[config.mk]
export PLATFORM = sky130hd
export DESIGN_NAME = bcd_rtc_calendar
export DESIGN_NICKNAME = d
export VERILOG_FILES = /design/src/rtl/rtc_pkg.sv /design/src/rtl/rtc_bcd_field.sv /design/src/rtl/rtc_hour_field.sv /design/src/rtl/bcd_rtc_calendar.sv
export SDC_FILE = /design/constraint.sdc
export NUM_CORES = 1
export LEC_CHECK = 0
export BUFFER_PORTS_ARGS = -buffer_cell sky130_fd_sc_hd__buf_4
export CELL_PAD_IN_SITES_DETAIL_PLACEMENT = 0
export CELL_PAD_IN_SITES_GLOBAL_PLACEMENT = 1
export CORE_MARGIN = 1
export CORE_UTILIZATION = 39
export CTS_BUF_LIST = sky130_fd_sc_hd__clkbuf_4
export DETAILED_ROUTE_END_ITERATION = 7
export PLACE_DENSITY_LB_ADDON = 0.3
export SKIP_CTS_REPAIR_TIMING = 1
export SLEW_MARGIN = 20
export SYNTH_ARGS = -nofsm -noshare
export SYNTH_HDL_FRONTEND = slang
export SYNTH_SLANG_ARGS = --single-unit
export TNS_END_PERCENT = 1
[constraint.sdc]
create_clock -name clk -period 3.1 [get_ports clk]
set_clock_uncertainty 0.2 [all_clocks]
set_input_delay 0.62 -clock clk [delete_from_list [all_inputs] [get_ports clk]]
set_output_delay 0.62 -clock clk [all_outputs]
set_load 0.005 [all_outputs]
[src/rtl/rtc_pkg.sv]
package rtc_pkg;

   localparam logic [2:0] SEL_SEC  = 3'd0;
   localparam logic [2:0] SEL_MIN  = 3'd1;
   localparam logic [2:0] SEL_HOUR = 3'd2;
   localparam logic [2:0] SEL_DATE = 3'd3;
   localparam logic [2:0] SEL_MON  = 3'd4;
   localparam logic [2:0] SEL_YEAR = 3'd5;
   localparam logic [2:0] SEL_DOW  = 3'd6;

   // two-digit BCD increment (no wrap at 99, caller decides)
   function automatic logic [7:0] bcd_inc(input logic [7:0] v);
      if (v[3:0] >= 4'd9) return {v[7:4] + 4'd1, 4'd0};
      else                return {v[7:4], v[3:0] + 4'd1};
   endfunction

   // BCD year divisible by four
   function automatic logic bcd_leap(input logic [7:0] y);
      logic even_tens;
      even_tens = ~y[4];
      if (even_tens) return (y[3:0] == 4'd0) || (y[3:0] == 4'd4) || (y[3:0] == 4'd8);
      else           return (y[3:0] == 4'd2) || (y[3:0] == 4'd6);
   endfunction

   // last BCD day of a BCD month
   function automatic logic [7:0] bcd_last_day(input logic [7:0] m, input logic [7:0] y);
      case (m)
         8'h02:                      return bcd_leap(y) ? 8'h29 : 8'h28;
         8'h04, 8'h06, 8'h09, 8'h11: return 8'h30;
         default:                    return 8'h31;
      endcase
   endfunction

endpackage

[src/rtl/rtc_bcd_field.sv]
module rtc_bcd_field #(
   parameter int         W       = 8,
   parameter logic [7:0] MIN_VAL = 8'h00,
   parameter logic [7:0] RST_VAL = 8'h00
) (
   input  logic         clk,
   input  logic         rst_n,
   input  logic         load,
   input  logic [W-1:0] load_val,
   input  logic         step,
   input  logic [W-1:0] limit,
   output logic [W-1:0] value,
   output logic         at_limit
);
   import rtc_pkg::*;

   initial assert (W == 8) else $error("rtc_bcd_field: W must be 8 for two-digit BCD");

   logic [W-1:0] nxt;

   assign at_limit = (value >= limit);

   always_comb begin
      if (at_limit) nxt = MIN_VAL;
      else          nxt = bcd_inc(value);
   end

   always_ff @(posedge clk) begin
      if (!rst_n)    value <= RST_VAL;
      else if (load) value <= load_val;
      else if (step) value <= nxt;
   end

   // wrap lands on the field minimum
   assert_field_wrap_R2: assert property (@(posedge clk) disable iff (!rst_n)
      (step && !load && at_limit) |=> (value == MIN_VAL));

   // a valid low digit stays a decimal digit across a step
   assert_field_digit_R1: assert property (@(posedge clk) disable iff (!rst_n)
      (step && !load && value[3:0] <= 4'd9) |=> (value[3:0] <= 4'd9));

endmodule

[src/rtl/rtc_hour_field.sv]
module rtc_hour_field #(
   parameter bit RST_MIL = 1'b0
) (
   input  logic       clk,
   input  logic       rst_n,
   input  logic       load,
   input  logic [7:0] load_val,
   input  logic       step,
   output logic [7:0] value,
   output logic       day_last
);
   import rtc_pkg::*;

   localparam logic [7:0] RST_HOUR = RST_MIL ? 8'h80 : 8'h12;

   logic       mil;
   logic       pm;
   logic [4:0] h12;
   logic [5:0] h24;
   logic [7:0] inc24;
   logic [7:0] inc12;
   logic [7:0] nxt;

   assign mil   = value[7];
   assign pm    = value[5];
   assign h12   = value[4:0];
   assign h24   = value[5:0];
   assign inc24 = bcd_inc({2'b00, h24});
   assign inc12 = bcd_inc({3'b000, h12});

   generate
      if (RST_MIL) begin : g_day_end_24_first
         assign day_last = mil ? (h24 >= 6'h23) : (pm && h12 == 5'h11);
      end else begin : g_day_end_12_first
         assign day_last = !mil ? (pm && h12 == 5'h11) : (h24 >= 6'h23);
      end
   endgenerate

   always_comb begin
      if (mil) begin
         if (h24 >= 6'h23) nxt = 8'h80;
         else              nxt = {2'b10, inc24[5:0]};
      end else begin
         if (h12 == 5'h11)       nxt = {2'b00, ~pm, 5'h12};
         else if (h12 >= 5'h12)  nxt = {2'b00, pm, 5'h01};
         else                    nxt = {2'b00, pm, inc12[4:0]};
      end
   end

   always_ff @(posedge clk) begin
      if (!rst_n)    value <= RST_HOUR;
      else if (load) value <= {load_val[7], 1'b0, load_val[5:0]};
      else if (step) value <= nxt;
   end

   assert_h24_wrap_R3: assert property (@(posedge clk) disable iff (!rst_n)
      (step && !load && mil && h24 == 6'h23) |=> (value == 8'h80));

   assert_h12_nonzero_R4: assert property (@(posedge clk) disable iff (!rst_n)
      (step && !load && !mil) |=> (value[4:0] != 5'h00));

   assert_pm_toggle_R4: assert property (@(posedge clk) disable iff (!rst_n)
      (step && !load && !mil && h12 == 5'h11) |=> (value[5] != $past(value[5])));

   assert_mode_kept_R3: assert property (@(posedge clk) disable iff (!rst_n)
      (!load) |=> (value[7] == $past(value[7])));

endmodule

[src/rtl/bcd_rtc_calendar.sv]
module bcd_rtc_calendar #(
   parameter int DAYS_PER_WEEK = 7,
   parameter int DOW_W         = $clog2(DAYS_PER_WEEK),
   parameter bit RESET_MIL     = 1'b0
) (
   input  logic             clk,
   input  logic             rst_n,
   input  logic             tick,
   input  logic             wr_en,
   input  logic [2:0]       wr_sel,
   input  logic [7:0]       wr_data,
   output logic [7:0]       hundredths,
   output logic [7:0]       seconds,
   output logic [7:0]       minutes,
   output logic [7:0]       hours,
   output logic [7:0]       date,
   output logic [7:0]       month,
   output logic [7:0]       year,
   output logic [DOW_W-1:0] weekday,
   output logic             sec_pulse
);
   import rtc_pkg::*;

   initial assert (DAYS_PER_WEEK >= 2 && DAYS_PER_WEEK <= (1 << DOW_W))
      else $error("bcd_rtc_calendar: DAYS_PER_WEEK does not fit DOW_W");

   localparam int N_SUB = 3;   // hundredths, seconds, minutes
   localparam logic [DOW_W-1:0] DOW_LAST = DOW_W'(DAYS_PER_WEEK - 1);

   logic [7:0] sub_val  [N_SUB];
   logic       sub_step [N_SUB];
   logic       sub_top  [N_SUB];

   logic hour_step, day_last, day_step;
   logic date_top, month_step, month_top, year_step, year_top;
   logic [7:0] date_limit;

   // ---------------- time-of-day chain below the hour ----------------
   generate
      for (genvar g = 0; g < N_SUB; g++) begin : g_sub
         localparam logic [7:0] LIM = (g == 0) ? 8'h99 : 8'h59;
         logic       ld;
         logic [7:0] lv;
         if (g == 0) begin : g_base
            assign sub_step[g] = tick && !wr_en;
            assign ld          = wr_en;
            assign lv          = 8'h00;
         end else begin : g_carry
            assign sub_step[g] = sub_step[g-1] && sub_top[g-1];
            assign ld          = wr_en && (wr_sel == 3'(g - 1));
            assign lv          = wr_data;
         end
         rtc_bcd_field #(.W(8), .MIN_VAL(8'h00), .RST_VAL(8'h00)) u_fld (
            .clk(clk), .rst_n(rst_n), .load(ld), .load_val(lv),
            .step(sub_step[g]), .limit(LIM), .value(sub_val[g]), .at_limit(sub_top[g]));
      end
   endgenerate

   assign hundredths = sub_val[0];
   assign seconds    = sub_val[1];
   assign minutes    = sub_val[2];

   // ---------------- hour ----------------
   assign hour_step = sub_step[N_SUB-1] && sub_top[N_SUB-1];

   rtc_hour_field #(.RST_MIL(RESET_MIL)) u_hour (
      .clk(clk), .rst_n(rst_n),
      .load(wr_en && wr_sel == SEL_HOUR), .load_val(wr_data),
      .step(hour_step), .value(hours), .day_last(day_last));

   assign day_step = hour_step && day_last;

   // ---------------- calendar ----------------
   assign date_limit = bcd_last_day(month, year);

   rtc_bcd_field #(.W(8), .MIN_VAL(8'h01), .RST_VAL(8'h01)) u_date (
      .clk(clk), .rst_n(rst_n), .load(wr_en && wr_sel == SEL_DATE), .load_val(wr_data),
      .step(day_step), .limit(date_limit), .value(date), .at_limit(date_top));

   assign month_step = day_step && date_top;

   rtc_bcd_field #(.W(8), .MIN_VAL(8'h01), .RST_VAL(8'h01)) u_month (
      .clk(clk), .rst_n(rst_n), .load(wr_en && wr_sel == SEL_MON), .load_val(wr_data),
      .step(month_step), .limit(8'h12), .value(month), .at_limit(month_top));

   assign year_step = month_step && month_top;

   rtc_bcd_field #(.W(8), .MIN_VAL(8'h00), .RST_VAL(8'h00)) u_year (
      .clk(clk), .rst_n(rst_n), .load(wr_en && wr_sel == SEL_YEAR), .load_val(wr_data),
      .step(year_step), .limit(8'h99), .value(year), .at_limit(year_top));

   // ---------------- day of week and second strobe ----------------
   always_ff @(posedge clk) begin
      if (!rst_n)                          weekday <= '0;
      else if (wr_en && wr_sel == SEL_DOW) weekday <= wr_data[DOW_W-1:0];
      else if (day_step)                   weekday <= (weekday >= DOW_LAST) ? '0 : weekday + 1'b1;
   end

   always_ff @(posedge clk) begin
      if (!rst_n) sec_pulse <= 1'b0;
      else        sec_pulse <= sub_step[1];
   end

   assert_write_clears_R10: assert property (@(posedge clk) disable iff (!rst_n)
      wr_en |=> (hundredths == 8'h00 && !sec_pulse));

   assert_pulse_origin_R11: assert property (@(posedge clk) disable iff (!rst_n)
      sec_pulse |-> (hundredths == 8'h00 && $past(tick) && !$past(wr_en)));

   assert_dow_wrap_R8: assert property (@(posedge clk) disable iff (!rst_n)
      (day_step && !wr_en && weekday == DOW_LAST) |=> (weekday == '0));

   assert_leap_day_R6: assert property (@(posedge clk) disable iff (!rst_n)
      (day_step && !wr_en && month == 8'h02 && date == 8'h28 && bcd_leap(year))
      |=> (date == 8'h29));

   assert_year_roll_R7: assert property (@(posedge clk) disable iff (!rst_n)
      (year_step && !wr_en && year == 8'h99) |=> (year == 8'h00 && month == 8'h01));

endmodule

Word-level counts from Yosys, hierarchy flattened
Index checks and enable logic that the tools add are counted.
{ "totals": {"regBits": 60, "in_bits": 15, "output_inout_bits": 60, "wordCells": 154} }
{ "op_classes": {"add_sub_neg": 16, "order_cmp": 16, "eq_ne": 17, "muxes": 38, "n_bitwise": 2, "reduce_logical": 47} }
{ "ops": {"columns": ["cell", "n"], "rows": [
  ["8-bit 2-to-1 mux", 26],
  ["4-bit by 1-bit adder with 4-bit output, second input constant", 13],
  ["4-bit >= comparator, second input constant", 7],
  ["3-bit nonzero test", 6],
  ["8-bit by 3-bit equality test with 1-bit output, second input constant", 2],
  ["8-bit by 7-bit >= comparator with 1-bit output, second input constant", 2],
  ["8-bit >= comparator, second input constant", 2],
  ["2-bit nonzero test", 8],
  ["1-bit logical AND", 15],
  ["6-bit 2-to-1 mux", 2],
  ["2-bit AND reduction", 6],
  ["5-bit 2-to-1 mux", 2],
  ["5-bit case mux with 2 select lines", 1],
  ["3-bit equality test, second input constant", 3],
  ["3-bit 2-to-1 mux", 3],
  ["4-bit by 3-bit equality test with 1-bit output, second input constant", 2],
  ["8-bit by 2-bit equality test with 1-bit output, second input constant", 1],
  ["8-bit by 4-bit equality test with 1-bit output, second input constant", 1],
  ["8-bit by 5-bit equality test with 1-bit output, second input constant", 1],
  ["8-bit by 5-bit >= comparator with 1-bit output, second input constant", 1],
  ["8-bit by 6-bit >= comparator with 1-bit output", 1],
  ["3-bit by 2-bit equality test with 1-bit output, second input constant", 2],
  ["6-bit >= comparator, second input constant", 1],
  ["3-bit AND reduction", 2],
  ["other kinds (19)", 26]
]} }

Logic depth before layout (Yosys ltp)
Gate-level depths: netlist of the first run.
{ "logic_depth": {"word_depth": 12, "depth_mapped": 13, "ltp_nobuf": 13} }

Modules after synthesis
A second synthesis of the first run with hierarchy kept.
{ "hier_totals": {"hier_cells": 728, "area_unflattened_um2": 5768.0} }
{ "modules_own_cells": {"columns": ["mod", "instances", "cells_per_inst", "area_each_um2", "seq_area_each_um2"], "rows": [
  ["rtc_bcd_field at g_sub[0].u_fld ...", 4, 98, 767.0, 160.2],
  ["rtc_bcd_field at u_date ...", 2, 99, 782.0, 160.2],
  ["rtc_hour_field", 1, 81, 701.9, 140.1],
  ["bcd_rtc_calendar", 1, 57, 434.2, 80.1]
]} }

Least setup slack after synthesis of the first run
OpenSTA, ideal clock, no wires.
{ "synth_path": {"kind": "reg2reg", "start": "register u_month.value[4]", "end": "register u_date.value[2]", "setup_time_ns": 0.074, "arrival_ns": 2.812, "required_time_ns": 2.826, "setup_slack_ns": 0.014, "path_stages_with_launch": 13, "n_path_buf": 0, "synth_period_minus_slack_ns": 3.086, "cell_sequence": "dfxtp_1 > inv_1 > ha_1 > mux2_2 > nand2_1 > o21ai_0 > a31oi_1 > ha_1 > or4b_1 > nand4_1 > nand3_1 > or4_1 > a31oi_1"} }
{ "synth_between": {"elab_chain_cells": 7, "elab_cells_between_ends": 11, "classes_between": "order compare: 1; eq/ne: 5; mux: 4; reduce/logical: 1"} }
{ "synth_rtl": {"columns": ["item", "line", "text"], "rows": [
  ["start: declaration", "rtc_bcd_field.sv:12", "output logic [W-1:0] value,"],
  ["start signal: assignment", "rtc_bcd_field.sv:30", "else if (load) value <= load_val;"],
  ["start signal: assignment", "rtc_bcd_field.sv:31", "else if (step) value <= nxt;"],
  ["8-bit by 3-bit equality test with 1-bit output, or another cell as far along", "rtc_pkg.sv:27", "case (m)"],
  ["4-bit OR reduction", "rtc_pkg.sv:27", null],
  ["5-bit case mux with 2 select lines (*)", "rtc_pkg.sv:27", null],
  ["8-bit by 6-bit >= comparator with 1-bit output (*)", "rtc_bcd_field.sv:21", "assign at_limit = (value >= limit);"],
  ["8-bit 2-to-1 mux (*)", "rtc_bcd_field.sv:24", "if (at_limit) nxt = MIN_VAL;"],
  ["8-bit 2-to-1 mux (*)", "rtc_bcd_field.sv:31", null],
  ["8-bit 2-to-1 mux (*)", "rtc_bcd_field.sv:30", null],
  ["end signal: assignment", "rtc_bcd_field.sv:30", null],
  ["end signal: assignment", "rtc_bcd_field.sv:31", null],
  ["end: declaration", "rtc_bcd_field.sv:12", null]
]} }
Mark *: on every way between the ends. The rest lies on a longest branch, timed or not. The select of a mux whose other input is x is not followed.
A chain may end at the register's enable or synchronous reset.

Worst setup path in the final report of the first run
Same ends and word-level chain as after synthesis.

==> results by group, run 1 <==
Status
  – Status: finished with violations
  – Violated checks: setup timing

Setup path
  – R2r setup slk: -0.14 ns
  – Largest stage delay on the critical path: 0.54 ns
  – Nature of the critical path endpoint: flip-flop
  – Crit start category: flip-flop
  – CP endpoint: u_date.value[2]
  – Critical path type: reg2reg
  – CP cell instances: inv_4 > ha_4 > mux2_4 > nand2_2 > o21ai_2 > a31oi_1 > ha_1 > or4b_1 > nand4_1 > buf_4 > nand3_4 > or4_1 > a31oi_1
  – Worst EP required: 3.25 ns
  – Crit path max fanout: 5
  – Slowest cell on the critical path: or4_1
  – Critical register-to-register path startpoint: u_month.value[4]
  – Critical path origin: u_month.value[4]
  – CP dominant cell by count: a31oi_1
  – Worst path arrival time: 3.39 ns
  – Reg2Reg Depth: 13
  – Worst reg2reg endpoint: u_date.value[2]

Place
  – Place WS: -0.178 ns
  – Port bufs: 73
  – Routability Congestion: 0.849
  – Detailed placement HPWL: 9360 um

Global routing
  – Total GRT Usage: 23.2%
  – First-pass GRT wire length: 20500 um
  – GR Overflow Total: 0
  – Largest net degree at the start of global routing: 23
  – Initial antenna violation count: 0
  – Number of global-route vias before repair: 3903

Clock tree
  – H-tree depth: 3
  – CTS buffer count: 9
  – CTS sink count: 59
  – Clock buffer depth: 2
  – CTS tree: done
  – CTS clk-pin slew, worst paths: 0.11 ns
  – Clk root buf: clkbuf_4
  – Worst-Skew Late Latency: 0.42 ns

Flow run
  – Max Cap Violations: 0

Floorplan
  – # IOs: 75
  – Horiz. Die Dim: 106 um
  – Core Rows: 37
  – Die height: 106 um
  – Starting Density: 40.4%
  – Core Area: 0.0104 mm^2
  – Die Area: 0.0112 mm^2

Power and ir drop
  – VDD IR max: 194 uV
  – Power, Total: 1.86 mW
  – Leakage: 2.39 nW
  – Cell Pwr Density: 342 mW/mm^2

Synthesis
  – FF+latch count, synth: 59
  – Post-synth ARST share: 0%
  – Sequential element share of the synthesized area: 28.0%
  – Synth cell types: 76
  – Main synth FF type: dfxtp_1
  – Gate Count Post-Synth: 515
  – Number of synthesized flops with an enable pin: 0
  – Synthesized Nets: 575
  – Synth warn: 0
  – Avg Cell Area, Syn: 8.18 um^2
  – Cell Area, Synth: 0.00421 mm^2

STA
  – Final setup margin: -0.139 ns
  – Setup-failing EPs final: 13
  – Max-Slew Margin vs Limit: 54.2%
  – Fmax: 0.309 GHz
  – Unrepaired setup endpoints after global routing: yes
  – Final Hold Vio Count: 0
  – Fin crit period: 3.24 ns
  – Slew @ Worst Pin: 0.680 ns
  – Period utilization: 104%
  – Final slew viol count: 0

Worst hold path
  – Worst hold path class: reg2reg

Routing
  – ANT nets after route: 0
  – Vias per inst: 5.63
  – Routed wire per std cell: 16.5 um
  – DR DRC count: 0
  – Total number of vias: 4293
  – Final WL: 12600 um
  – DRT Pass-1 Iters: 5
  – Initial detailed-routing violation count: 338

Finish
  – Share of cells above drive strength 1: 27.5%
  – Area Growth Syn to Fin: 29.4%
  – Final nets: 681
  – N_diodes: 0
  – Fill cells: 1004
==> cells in the mapped netlist, types with 6 or more instances <==
library cell | instances | area [um^2]
a211oi_1 | 17 | 128
a21oi_1 | 26 | 130
a221oi_1 | 6 | 52.6
a31oi_1 | 12 | 75.1
clkbuf_1 | 12 | 45.0
dfxtp_1 | 59 | 1180
ha_1 | 45 | 563
inv_1 | 35 | 131
mux2i_1 | 8 | 80.1
nand2_1 | 53 | 199
nand3_1 | 17 | 85.1
nand4_1 | 9 | 56.3
nor2_1 | 52 | 195
nor3_1 | 11 | 55.1
o211ai_1 | 6 | 45.0
o21ai_0 | 30 | 150
o31ai_1 | 6 | 45.0
xor2_1 | 7 | 61.3
==> sequential cells by signal, indices dropped and copies added, names as in the netlist <==
name               count
g_sub.u_fld.value     24
u_date.value           8
u_month.value          8
u_year.value           8
u_hour.value           7
weekday                3
sec_pulse              1
==> metrics by stage <==
step	util [%]	TNS (ns)	cells	hold slack, ns	cell area [um^2]
6_report	52.3	-0.804	762	0.296	5450
5_1_grt	52.3	-4.25	762	0.302	5450
4_1_cts	50.9	-3.11	756	0.281	5300
3_5_place_dp	48.9	-2.00	740	0.282	5090
3_3_place_gp	48.9	-0.664	740	0.271	5090
2_1_floorplan	-	0	515	0.265	4210
==> worst min path at each step <==
stage | startpoint | endpoint | slack (ns) | cells past startpoint
5_1_grt | wr_data[2] | g_sub[1].u_fld.value[2] | 0.30 | 3
2_1_floorplan | u_date.value[7] | u_date.value[7] | 0.27 | 2
3_5_place_dp | weekday[2] | weekday[2] | 0.28 | 2
4_1_cts | wr_data[7] | g_sub[2].u_fld.value[7] | 0.28 | 3
3_3_place_gp | weekday[2] | weekday[2] | 0.27 | 2
6_report | weekday[2] | weekday[2] | 0.30 | 2
==> worst max-delay path, delay by kind of cell (launching register included) <==
kind | cells | cell delay [ns]
AOI/OAI and AO/OA | 3 | 0.42
adders and majority gates | 2 | 0.40
and+or+nand+nor | 5 | 1.31
buffers and inverters | 2 | 0.19
muxes | 1 | 0.26
DFF | 1 | 0.40
==> cell type report <==
| cell class | instances | area (um^2) | area share (%) |
|---|---|---|---|
| Clock inverter | 5 | 125 | 2.30 |
| Inverter | 35 | 136 | 2.50 |
| Multi-Input combinational cell | 403 | 2900 | 53.2 |
| Clock buffer | 11 | 82.6 | 1.52 |
| Timing Repair Buffer | 113 | 848 | 15.6 |
| Tap cell | 136 | 170 | 3.12 |
| Sequential cell | 59 | 1190 | 21.8 |
==> per-layer routing <==
layer | wire [um] | global-route usage, %
met5 | 0 | 0
met4 | 201 | 5.95
met3 | 751 | 4.66
met2 | 5640 | 36.7
met1 | 6000 | 32.2
==> report_power, final <==
| group | internal (mW) | leakage [nW] | switching, mW |
|---|---|---|---|
| combinational | 0.109 | 1.80 | 0.136 |
| sequential | 0.776 | 0.479 | 0.0260 |
| clock | 0.507 | 0.111 | 0.309 |
| total | 1.39 | 2.39 | 0.471 |
==> cell usage in the layout (no fill, tap or decap), types with 3 or more instances in the layout <==
cell and count:
nand2_1 52, dfxtp_1 55, buf_4 113, o31ai_1 6, nor2_1 52, inv_1 32
a21oi_2 3, a22oi_1 4, nand4b_1 3, nand4_1 9, a21oi_1 25, ha_1 42
nand3_1 16, a31oi_1 12, o21a_1 4, xor2_1 7, clkbuf_4 11, nor3_1 11
nand3b_4 3, o21ai_0 29, o211ai_1 6, a221oi_1 5, and3_1 5, a21o_1 3
a211oi_1 16, nand2b_1 5, or3_1 4, mux2i_1 8, nor3b_1 5, o31a_1 4
dfxtp_2 3, bufinv_16 4
==> logic make-up (layout without fill, tap and decap cells) <==
| kind of cell | after synthesis | in the layout | share of synthesized area (%) |
|---|---|---|---|
| flops | 59 | 59 | 28.0 |
| fa+ha+maj | 45 | 45 | 13.4 |
| buf+inv | 53 | 164 | 5.32 |
| other cells | 1 | 1 | 0.0890 |
| xor+xnor | 9 | 9 | 1.87 |
| simple gates | 193 | 193 | 24.5 |
| mux | 9 | 9 | 2.17 |
| compound gates | 146 | 146 | 24.6 |
(Power assumes the default switching activity.)
==> inputs of run 2 (changes only) <==
--- a/config.mk
+++ b/config.mk
@@ -18,4 +18,4 @@
 export SYNTH_ARGS = -nofsm -noshare
 export SYNTH_HDL_FRONTEND = slang
 export SYNTH_SLANG_ARGS = --single-unit
-export TNS_END_PERCENT = 1
+export TNS_END_PERCENT = 10
==> run 2 against run 1 <==
  * The flow still finishes with violations (setup timing)
  * Register-to-register slack barely moved
  * Sequential power barely moved
  * Sequential share of layout area shrank 0.055 points
  * Clock-buffer cell count unchanged
  * Non-clock buffer count unchanged
  * Combinational power about the same
  * Final cell count unchanged
  * Critical endpoint unchanged
==> results by group, run 2 (synthesis results as in run 1) <==
STA
  – Unrepaired setup endpoints after global routing: yes
  – Setup-failing EPs final: 12 (-1)
  – Final setup margin: -0.129 ns (+0.00999 ns)
  – Fmax: 0.310 GHz (+0.31%)
  – Final slew viol count: 0 (unchanged)
  – Slew @ Worst Pin: 0.676 ns (-0.00380 ns)
  – Fin crit period: 3.23 ns (-0.00999 ns)
  – Min Hold Slack: 0.297 ns (+0.000687 ns)
  – Period utilization: 104% (-0.32 points)
  – Final Hold Vio Count: 0 (unchanged)
  – Max-Slew Margin vs Limit: 54.4% (+0.26 points)

Floorplan
  – Starting Density: 40.4% (unchanged)
  – Die height: 106 um (unchanged)
  – Core Rows: 37 (unchanged)
  – # IOs: 75 (unchanged)
  – Die Area: 0.0112 mm^2 (unchanged)
  – Core Area: 0.0104 mm^2 (unchanged)
  – Horiz. Die Dim: 106 um (unchanged)

Power and ir drop
  – Leakage: 2.39 nW (+0.11%)
  – Power, Total: 1.87 mW (+0.30%)
  – VDD IR max: 195 uV (+0.27%)
  – Cell Pwr Density: 342 mW/mm^2 (about the same)

Clock tree
  – CTS buffer count: 9 (unchanged)
  – CTS sink count: 59 (unchanged)
  – CTS tree: done
  – Clk root buf: clkbuf_4
  – CTS clk-pin slew, worst paths: 0.11 ns (about the same)
  – Clock buffer depth: 2 (unchanged)
  – H-tree depth: 3 (unchanged)
  – Worst-Skew Late Latency: 0.42 ns (about the same)

Finish
  – Area Growth Syn to Fin: 29.7%
  – Top reg by flops: g_sub.u_fld.value
  – Area occupied by registers: 0.00119 mm^2 (unchanged)
  – Commonest cells after routing, fill and taps aside: buf_4 (113), dfxtp_1 (55), nor2_1 (52), nand2_1 (52), ha_1 (42)
  – Final core occ: 52.5% (+0.13 points)
  – Final nets: 681 (unchanged)
  – Share of cells above drive strength 1: 27.6% (+0.16 points)
  – Most common cell after layout, fill and taps aside: buf_4
  – Area of the multi-input gates: 0.00291 mm^2 (+0.47%)
  – Max reg flops: 24 (unchanged)
  – N_diodes: 0 (unchanged)
  – Fill cells: 1005 (+0.10%)

Setup path
  – Critical path type: reg2reg
  – Crit start category: flip-flop
  – Largest stage delay on the critical path: 0.54 ns (about the same)
  – Nature of the critical path endpoint: flip-flop
  – Worst path arrival time: 3.39 ns (about the same)
  – Worst EP required: 3.26 ns (about the same)
  – Crit path max fanout: 5 (unchanged)
  – CP dominant cell by count: a31oi_1
  – CP cell instances: inv_4 > ha_4 > mux2_4 > nand2_2 > o21ai_2 > a31oi_1 > ha_1 > or4b_1 > nand4_1 > buf_4 > nand3_4 > or4_1 > a31oi_1
  – Slowest cell on the critical path: or4_1

Global routing
  – First-pass GRT wire length: 20500 um (unchanged)
  – Total GRT Usage: 23.2% (unchanged)
  – Number of global-route vias before repair: 3903 (unchanged)
  – Initial antenna violation count: 0 (unchanged)
  – GR Overflow Total: 0 (unchanged)
  – Largest net degree at the start of global routing: 23 (unchanged)

Routing
  – DR DRC count: 0 (unchanged)
  – ANT nets after route: 0 (unchanged)
  – DRT Pass-1 Iters: 5 (unchanged)
  – Routed wire per std cell: 16.5 um (-0.10%)
  – Initial detailed-routing violation count: 325 (-3.8%)
  – Final WL: 12600 um (-0.10%)
  – Vias per inst: 5.60 (-0.58%)
  – Total number of vias: 4268 (-0.58%)

Status
  – Violated checks: setup timing
  – Status: finished with violations

Place
  – Detailed placement HPWL: 9360 um (unchanged)
  – Routability Congestion: 0.849 (unchanged)
  – Port bufs: 73 (unchanged)

Worst hold path
  – Worst hold path class: in2reg

Flow run
  – Max Cap Violations: 0 (unchanged)
[run 2: cell counts in the layout (fill, tap and decap cells not counted)]
No cell type changed its count.
[run 2: layout make-up]
class                   count  share of cell area (%)
clock inverters             5                    2.29
inverters                  35                    2.50
flip-flops and latches     59                    21.8
well taps                 136                    3.11
clock buffers              11                    1.51
multi-input cells         403                    53.3
repair buffers            113                    15.5
[run 2: through the flow]
step | cell area [um^2] | setup TNS [ns] | worst slack, ns | cells
6_report | 5460 | -0.645 | -0.129 | 762
5_1_grt | 5460 | -4.28 | -0.287 | 762
4_1_cts | 5300 | -3.11 | -0.228 | 756
3_5_place_dp | 5090 | -2.00 | -0.178 | 740
3_3_place_gp | 5090 | -0.664 | -0.0799 | 740
2_1_floorplan | 4210 | 0 | 0.0141 | 515
[run 2: worst paths after layout]
path	slack, ns	cells past startpoint	to	start
worst min register to register	0.30	2	weekday[2]	weekday[2]
worst min-delay path	0.30	3	g_sub[2].u_fld.value[7]	wr_data[7]
worst max register to register	-0.13	13	u_date.value[2]	u_month.value[4]
worst max-delay path	-0.13	13	u_date.value[2]	u_month.value[4]
[run 2: metal layers]
metal	up-vias	wire, um	global-route usage (%)
li1	2095	-	-
met1	2010	5940	32.2
met2	148	5640	36.7
met5	-	0	0
met3	15	843	4.66
met4	0	159	5.95
[run 2: critical path, delay by kind of cell (launching register included)]
| family | cells | cell delay (ns) |
|---|---|---|
| AO/OA/AOI/OAI | 3 | 0.40 |
| adder cells (fa/ha/maj) | 2 | 0.40 |
| buffers and inverters | 2 | 0.19 |
| flip-flops | 1 | 0.40 |
| multiplexers | 1 | 0.26 |
| AND/OR/NAND/NOR | 5 | 1.31 |
[run 2: power by group]
group / switching, mW / leakage (nW) / internal, mW
logic: 0.137 / 1.80 / 0.109
clock network: 0.314 / 0.111 / 0.507
registers: 0.0259 / 0.479 / 0.776
